File: config.mk
export PLATFORM = sky130hd
export DESIGN_NAME = ov_supervisor
export DESIGN_NICKNAME = d
export VERILOG_FILES = /design/src/rtl/ov_sup_pkg.sv /design/src/rtl/ov_arm_ctrl.sv /design/src/rtl/ov_detect.sv /design/src/rtl/ov_discharge.sv /design/src/rtl/ov_supervisor.sv
export SDC_FILE = /design/constraint.sdc
export NUM_CORES = 1
export LEC_CHECK = 0
export BUFFER_PORTS_ARGS = -buffer_cell sky130_fd_sc_hd__buf_2
export CAP_MARGIN = 5
export CELL_PAD_IN_SITES_DETAIL_PLACEMENT = 0
export CELL_PAD_IN_SITES_GLOBAL_PLACEMENT = 2
export CORE_MARGIN = 2
export CORE_UTILIZATION = 32
export CTS_BUF_LIST = sky130_fd_sc_hd__clkbuf_2 sky130_fd_sc_hd__clkbuf_4 sky130_fd_sc_hd__clkbuf_8
export DETAILED_ROUTE_END_ITERATION = 6
export PLACE_DENSITY = 0.83
export SLEW_MARGIN = 0
export SYNTH_ARGS = -nofsm -noshare
export SYNTH_HDL_FRONTEND = slang
export SYNTH_SLANG_ARGS = --single-unit
File: constraint.sdc
create_clock -name clk -period 3.76 [get_ports clk]
set_input_delay 0.564 -clock clk [delete_from_list [all_inputs] [get_ports clk]]
set_output_delay 0.564 -clock clk [all_outputs]
set_load 0.005 [all_outputs]
File: src/rtl/ov_sup_pkg.sv
package ov_sup_pkg;

    typedef enum logic [1:0] {
        ARM_BLANK = 2'd0,
        ARM_HOLD  = 2'd1,
        ARM_LIVE  = 2'd2
    } arm_state_t;

    typedef enum logic [1:0] {
        DET_IDLE    = 2'd0,
        DET_QUALIFY = 2'd1,
        DET_FAULT   = 2'd2,
        DET_RELEASE = 2'd3
    } det_state_t;

endpackage

File: src/rtl/ov_arm_ctrl.sv
module ov_arm_ctrl #(
    parameter int HOLD_US = 1000
) (
    input  logic clk,
    input  logic rst_n,
    input  logic slewing,
    input  logic ss_done,
    input  logic us_tick,
    output logic armed
);
    import ov_sup_pkg::*;

    localparam int CW = $clog2(HOLD_US + 1);
    localparam logic [CW-1:0] LAST = CW'(HOLD_US - 1);

    arm_state_t    state, state_n;
    logic [CW-1:0] cnt;

    always_comb begin
        state_n = state;
        unique case (state)
            ARM_BLANK: begin
                if (!slewing && ss_done)
                    state_n = ARM_HOLD;
            end
            ARM_HOLD: begin
                if (slewing)
                    state_n = ARM_BLANK;
                else if (us_tick && cnt == LAST)
                    state_n = ARM_LIVE;
            end
            ARM_LIVE: begin
                if (slewing)
                    state_n = ARM_BLANK;
            end
            default: state_n = ARM_BLANK;
        endcase
    end

    always_ff @(posedge clk or negedge rst_n) begin
        if (!rst_n) begin
            state <= ARM_BLANK;
            cnt   <= '0;
        end else begin
            state <= state_n;
            if (state_n != ARM_HOLD || state != ARM_HOLD)
                cnt <= '0;
            else if (us_tick)
                cnt <= cnt + CW'(1);
        end
    end

    always_comb begin
        armed = (state == ARM_LIVE);
    end


    arm_rise_chk: assert property (@(posedge clk) disable iff (!rst_n)
        $rose(armed) |-> $past(us_tick) && !$past(slewing));


    slew_blank_chk: assert property (@(posedge clk) disable iff (!rst_n)
        slewing |=> !armed);

endmodule

File: src/rtl/ov_detect.sv
module ov_detect #(
    parameter int QUAL_TICKS  = 2,
    parameter int CLEAR_TICKS = 2
) (
    input  logic clk,
    input  logic rst_n,
    input  logic armed,
    input  logic ov_cmp,
    input  logic cyc_tick,
    output logic fault_active
);
    import ov_sup_pkg::*;

    localparam int TMAX = (QUAL_TICKS > CLEAR_TICKS) ? QUAL_TICKS : CLEAR_TICKS;
    localparam int CW   = $clog2(TMAX + 1);
    localparam logic [CW-1:0] QLAST = CW'(QUAL_TICKS - 1);
    localparam logic [CW-1:0] CLAST = CW'(CLEAR_TICKS - 1);

    det_state_t    state, state_n;
    logic [CW-1:0] cnt;
    logic          counting;

    always_comb begin
        state_n = state;
        unique case (state)
            DET_IDLE: begin
                if (armed && ov_cmp)
                    state_n = DET_QUALIFY;
            end
            DET_QUALIFY: begin
                if (!ov_cmp || !armed)
                    state_n = DET_IDLE;
                else if (cyc_tick && cnt == QLAST)
                    state_n = DET_FAULT;
            end
            DET_FAULT: begin
                if (!ov_cmp)
                    state_n = DET_RELEASE;
            end
            DET_RELEASE: begin
                if (ov_cmp)
                    state_n = DET_FAULT;
                else if (cyc_tick && cnt == CLAST)
                    state_n = DET_IDLE;
            end
            default: state_n = DET_IDLE;
        endcase
    end

    always_comb begin
        counting = (state == DET_QUALIFY) || (state == DET_RELEASE);
    end

    always_ff @(posedge clk or negedge rst_n) begin
        if (!rst_n) begin
            state <= DET_IDLE;
            cnt   <= '0;
        end else begin
            state <= state_n;
            if (state_n != state)
                cnt <= '0;
            else if (counting && cyc_tick)
                cnt <= cnt + CW'(1);
        end
    end

    always_comb begin
        fault_active = (state == DET_FAULT) || (state == DET_RELEASE);
    end


    fault_set_chk: assert property (@(posedge clk) disable iff (!rst_n)
        $rose(fault_active) |-> $past(cyc_tick) && $past(ov_cmp));


    fault_clr_chk: assert property (@(posedge clk) disable iff (!rst_n)
        $fell(fault_active) |-> $past(cyc_tick) && !$past(ov_cmp));

endmodule

File: src/rtl/ov_discharge.sv
module ov_discharge (
    input  logic clk,
    input  logic rst_n,
    input  logic active,
    input  logic cyc_tick,
    input  logic neg_ilim,
    output logic sw_own,
    output logic s1_on,
    output logic s2_on,
    output logic s3_on,
    output logic s4_on
);
    logic phase;

    always_ff @(posedge clk or negedge rst_n) begin
        if (!rst_n)
            phase <= 1'b0;
        else if (!active)
            phase <= 1'b0;
        else if (cyc_tick)
            phase <= ~phase;
    end

    always_comb begin
        sw_own = active;
        s1_on  = 1'b0;
        s2_on  = active;
        s3_on  = active && (phase || neg_ilim);
        s4_on  = active && !phase && !neg_ilim;
    end


    pattern_chk: assert property (@(posedge clk) disable iff (!rst_n)
        active |-> s2_on && !s1_on && $onehot({s3_on, s4_on}));


    ilim_chk: assert property (@(posedge clk) disable iff (!rst_n)
        (active && neg_ilim) |-> s3_on && !s4_on);

endmodule

File: src/rtl/ov_supervisor.sv
module ov_supervisor #(
    parameter int HOLD_US     = 1000,
    parameter int QUAL_TICKS  = 2,
    parameter int CLEAR_TICKS = 2
) (
    input  logic clk,
    input  logic rst_n,
    input  logic ov_cmp,
    input  logic cyc_tick,
    input  logic slewing,
    input  logic ss_done,
    input  logic us_tick,
    input  logic ov_mask,
    input  logic neg_ilim,
    output logic ov_fault,
    output logic lowfreq_sel,
    output logic sw_own,
    output logic s1_on,
    output logic s2_on,
    output logic s3_on,
    output logic s4_on
);
    logic armed;
    logic fault_active;
    logic act;

    ov_arm_ctrl #(.HOLD_US(HOLD_US)) u_arm (
        .clk     (clk),
        .rst_n   (rst_n),
        .slewing (slewing),
        .ss_done (ss_done),
        .us_tick (us_tick),
        .armed   (armed)
    );

    ov_detect #(.QUAL_TICKS(QUAL_TICKS), .CLEAR_TICKS(CLEAR_TICKS)) u_det (
        .clk          (clk),
        .rst_n        (rst_n),
        .armed        (armed),
        .ov_cmp       (ov_cmp),
        .cyc_tick     (cyc_tick),
        .fault_active (fault_active)
    );

    always_comb begin
        act         = fault_active && !ov_mask;
        ov_fault    = act;
        lowfreq_sel = act;
    end

    ov_discharge u_dis (
        .clk      (clk),
        .rst_n    (rst_n),
        .active   (act),
        .cyc_tick (cyc_tick),
        .neg_ilim (neg_ilim),
        .sw_own   (sw_own),
        .s1_on    (s1_on),
        .s2_on    (s2_on),
        .s3_on    (s3_on),
        .s4_on    (s4_on)
    );


    mask_quiet_chk: assert property (@(posedge clk) disable iff (!rst_n)
        ov_mask |-> !lowfreq_sel && !sw_own && !s2_on && !s3_on && !s4_on);


    lowfreq_chk: assert property (@(posedge clk) disable iff (!rst_n)
        lowfreq_sel |-> sw_own && s2_on);

endmodule

Yosys cells after proc, flatten, opt, wreduce, memory -nomap -nowiden
Cells that the tools add are included.

cells by class
  shift-type cells = 0
  bitwise operators = 1
  reductions and logical operators = 24
  $lt $le $gt $ge = 0
  equal/unequal tests = 11
  $add $sub $neg = 2
  $mul = 0
  div/mod/pow operators = 0
  multiplexer cells = 18

operator list
  kind                                                  number
  2-to-1 mux 2 bit                                      12
  2-to-1 mux 10 bit                                     2
  adder 10 x 1 -> 10 bit (second input constant)        1
  equality test 10 bit (second input constant)          1
  logical AND 1 bit                                     9
  one-hot mux 2 bit (4 select lines)                    1
  equality test 2 x 1 -> 1 bit (second input constant)  3
  equality test 2 bit (second input constant)           3
  logical NOT 1 bit                                     6
  one-hot mux 2 bit (3 select lines)                    1
  logical OR 1 bit                                      5
  logical NOT 2 bit                                     2
  != test 2 x 1 -> 1 bit (second input constant)        2
  nonzero test 2 bit                                    2
  adder 2 x 1 -> 2 bit (second input constant)          1
  2-to-1 mux 1 bit                                      2
  != test 2 bit                                         1
  != test 2 bit (second input constant)                 1
  NOT 1 bit                                             1

storage, ports and cells
  latch bits = 0
  input port bits = 9
  logic and storage cells = 61
  memory bits (read-only) = 0
  bits in registers = 17
  output and inout bits = 7
  memories kept = 0
  bits in writable memories = 0

Depth between registers and ports, before layout
  depth in word-level cells = 8
  mapped depth = 6
  depth with buffers taken out = 6

By module
A second synthesis with hierarchy kept.

second synthesis, totals
  cells, all modules = 99
  area total of the unflattened synthesis = 972.2 µm²

by module, submodules not included
  module         instances  area each (µm²)  seq. area each (µm²)  cells each
  ov_arm_ctrl    1          634.4            300.3                 64
  ov_detect      1          235.2            100.1                 24
  ov_discharge   1          81.3             25.0                  9
  ov_supervisor  1          21.3             0.0                   2

Worst setup path after synthesis
No wires, ideal clock.

  path kind = input -> output
  start point = in ov_mask
  end point = out ov_fault
  data required time = 3.196 ns
  stages on the path = 3
  path buffers = 1
  slack = 2.235 ns
  arrival time = 0.961 ns
  path through = nand2b_1 > inv_1 > buf_4

on the way
  cells in the longest elaborated chain, start to end = 2

RTL lines
  element            RTL line             source
  start, declared    ov_supervisor.sv:13  input logic ov_mask,
  logical NOT 1 bit  ov_supervisor.sv:46  act = fault_active && !ov_mask;
  logical AND 1 bit  ov_supervisor.sv:46
  end, declared      ov_supervisor.sv:15  output logic ov_fault,

Every way passes these cells.

Final worst setup path
  start point = in ov_mask
  end point = out s4_on

on the way
  cells in the longest elaborated chain, start to end = 4

RTL lines
  element                          RTL line             source
  logical NOT 1 bit                ov_supervisor.sv:46
  logical AND 1 bit                ov_supervisor.sv:46
  logical AND 1 bit (2 in series)  ov_discharge.sv:29   s4_on = active && !phase && !neg_ilim;
  end, declared                    ov_supervisor.sv:21  output logic s4_on

Every way passes these cells.

==> impl_metrics.toml <==
[grt]
first_global_vias = 680
grt_pass1_wl_mm = 2.82
grt_max_degree = 18
grt_usage_pct = 11.1
antenna_found_initial = 0
gr-total-overflow = 0

[worst_setup_path]
r2r-start = "u_arm.cnt[0]$_DFFE_PN0P_"
r2r_end = "u_arm.cnt[6]$_DFFE_PN0P_"
cp-start-kind = "primary input"
critical_path.most_common_cell = "buf_2"
critPathCaptureType = "primary output"
cpLargestDelayFamily = "simple AND/OR/NAND/NOR gates"
reg2reg_depth = 5
r2r_setup_slack_ps = 2300
path_cells = "buf_2, nand2b_1, nor3_1, buf_2"
worstPathRequired_ps = 3200
crit_type = "primary input to primary output"
cp_max_fo = 4
max_stage_delay_ps = 170
crit_arrival_ps = 1120
critical_path_buf_inv_count = 2
cp_slowest_cell = "nand2b_1"

[logic_synthesis]
synth_nets = 109
postSynthCellCount = 98
synth-edff-count = 0
ys_types = 31
yosys_warnings = 0
yosysTopAreaCellShare_pct = 46.1
synth-main-ff-cell = "dfrtp_1"
avgSynthCellArea_sq_um = 9.42
ys_seq_area_share_pct = 46.1
synth_area_sq_um = 923
synthTopCellsByArea = "dfrtp_1 (46%), nor2_1 (6.5%), nand3_1 (4.3%)"
synth.ff_latch_count = 17
synth_top_cell_by_area = "dfrtp_1"
ys_async_sr_fraction_pct = 100

[floorplanning]
dieArea_sq_mm = 0.00333
die_x_microns = 57.7
ios = 16
initial_utilization_pct = 33.5
num_rows = 19
core_sq_mm = 0.00276
die_y_microns = 57.7

[cts]
cts.clk_slew.worst_paths_ps = 100
cts-hold-fix-buffers = 0
cts_buffers = 3
cts.sinks = 17
cts.repair.resized = 0
post_cts_buffers = 0
cts_root_buf = "clkbuf_4"
tritoncts = "yes"
htreeDepth = 1
clockBufferDepth = 2
clk_latency_ps = 280

[routing]
drtIter0Drc = 7
wl_mm = 1.63
wl_per_cell_microns = 11.5
firstDrtPassIters = 3
routed_via_density = 4.88
ant_nets = 0
vias = 693
drc_errors = 0

[final_layout]
drive_gt1_share_pct = 21.6
final_area_sq_mm = 0.00102
layout.nets = 123
area_delta_synth_final_pct = 11.0
diodes = 0
stdcell_count = 142

[power_and_ir_drop]
power_density_mw_per_mm2 = 293
peakVddDrop_mv = 0.158
p_leak_nw = 0.487
fin_total_pwr_mw = 0.300

[sta]
rsz0062_at_grt = "false"
maxSlewViolCount = 0
finalHoldViolCount = 0
max_freq_mhz = 595
fin_setup_tns_ps = 0
setup_viol = 0
whs_ps = 182
min_period_ps = 1680
final.period_utilization_pct = 44.7
clock_skew_ps = 2.96

[placed_design]
dpl_cell_area_sq_um = 997
dp_hpwl_mm = 1.23
numPortBuffers = 14
routabilityCongestion = 0.749
dp_cells = 138

[run]
maxCapViolations = 0

[status]
status = "finished, final reports clean"

[worst_hold_path]
hold_class = "primary input to async pin"
==> layout make-up <==
cell class,instances,area (sq um)
clock buffer,3,22.5
clock inverter,1,5.00
fill,289,1730
inverter,4,15.0
multi-input combinational,72,448
sequential,17,425
tap,31,38.8
timing repair buffer,14,70.1
==> worst register-to-register path, cell delays in order, from the launching register on <==
cell	delay, ps
dfrtp_1	420
ha_1	210
and4b_2	250
nand3b_1	130
nand3_1	220
nor2_1	160
==> flip-flops by register name (all words and copies together) (netlist names) <==
name,cells
u_dis.phase,1
u_det.cnt,2
u_det.state,2
u_arm.state,2
u_arm.cnt,10
==> synth_stat cells (3+ instances only) <==
master    n
nand3_1   8
nor2_1   16
buf_4     4
inv_1     4
xor2_1    4
a21oi_1   5
o21ai_0   4
xnor2_1   3
dfrtp_1  17
nand2_1   5
==> cells in the final DEF, fill, tap and decap left out, types with 3 or more instances in the layout <==
cell / netlist / routed
dfrtp_1: 17 / 17
nor2_1: 16 / 16
buf_2: 1 / 14
nand3_1: 8 / 8
a21oi_1: 5 / 5
nand2_1: 5 / 5
inv_1: 4 / 4
o21ai_0: 4 / 4
xor2_1: 4 / 4
xnor2_1: 3 / 3
clkbuf_4: 0 / 3
==> report_power, final <==
| part | switching [mW] | leakage [nW] | internal [mW] | total [mW] |
|---|---|---|---|---|
| clock | 0.0565 | 0.0177 | 0.0395 | 0.0960 |
| sequential | 0.00161 | 0.236 | 0.184 | 0.186 |
| combinational | 0.0109 | 0.233 | 0.00717 | 0.0181 |
| total | 0.0690 | 0.487 | 0.231 | 0.300 |
==> layer usage <==
metal,vias to the layer above,routed length (microns),global-route usage [%]
met5,-,0,0
met4,0,29,7.64
met3,4,59,2.46
met2,10,757,17.0
met1,315,782,13.8
li1,364,-,-
==> cells by family after synthesis <==
group / after synthesis / synth area share (%)
other: 1 / 0.406
adder cells (fa/ha/maj): 2 / 2.71
multiplexers: 2 / 2.30
buffers and inverters: 9 / 5.42
XOR/XNOR: 7 / 6.64
flip-flops: 17 / 46.1
AO/OA/AOI/OAI: 16 / 10.6
AND/OR/NAND/NOR: 44 / 25.9
==> worst max path at each step <==
stage | start | to | slack [ps] | depth (start not counted)
floorplan | ov_mask | ov_fault | 2240 | 3
global placement | ov_mask | s4_on | 2110 | 4
detailed placement | ov_mask | s4_on | 2070 | 4
CTS | u_det.state[1]$_DFF_PN0_ | s4_on | 2060 | 3
global route | u_det.state[1]$_DFF_PN0_ | s4_on | 2020 | 3
finish | ov_mask | s4_on | 2080 | 4
==> per-stage QoR <==
step / util [%] / setup WS, ps
5_1_grt: 37.2 / 2020
4_1_cts: 37.2 / 2060
3_3_place_gp: 36.2 / 2110
6_report: 37.2 / 2080
2_1_floorplan: - / 2240
3_5_place_dp: 36.2 / 2070
Power figures use the tool's default switching activity.
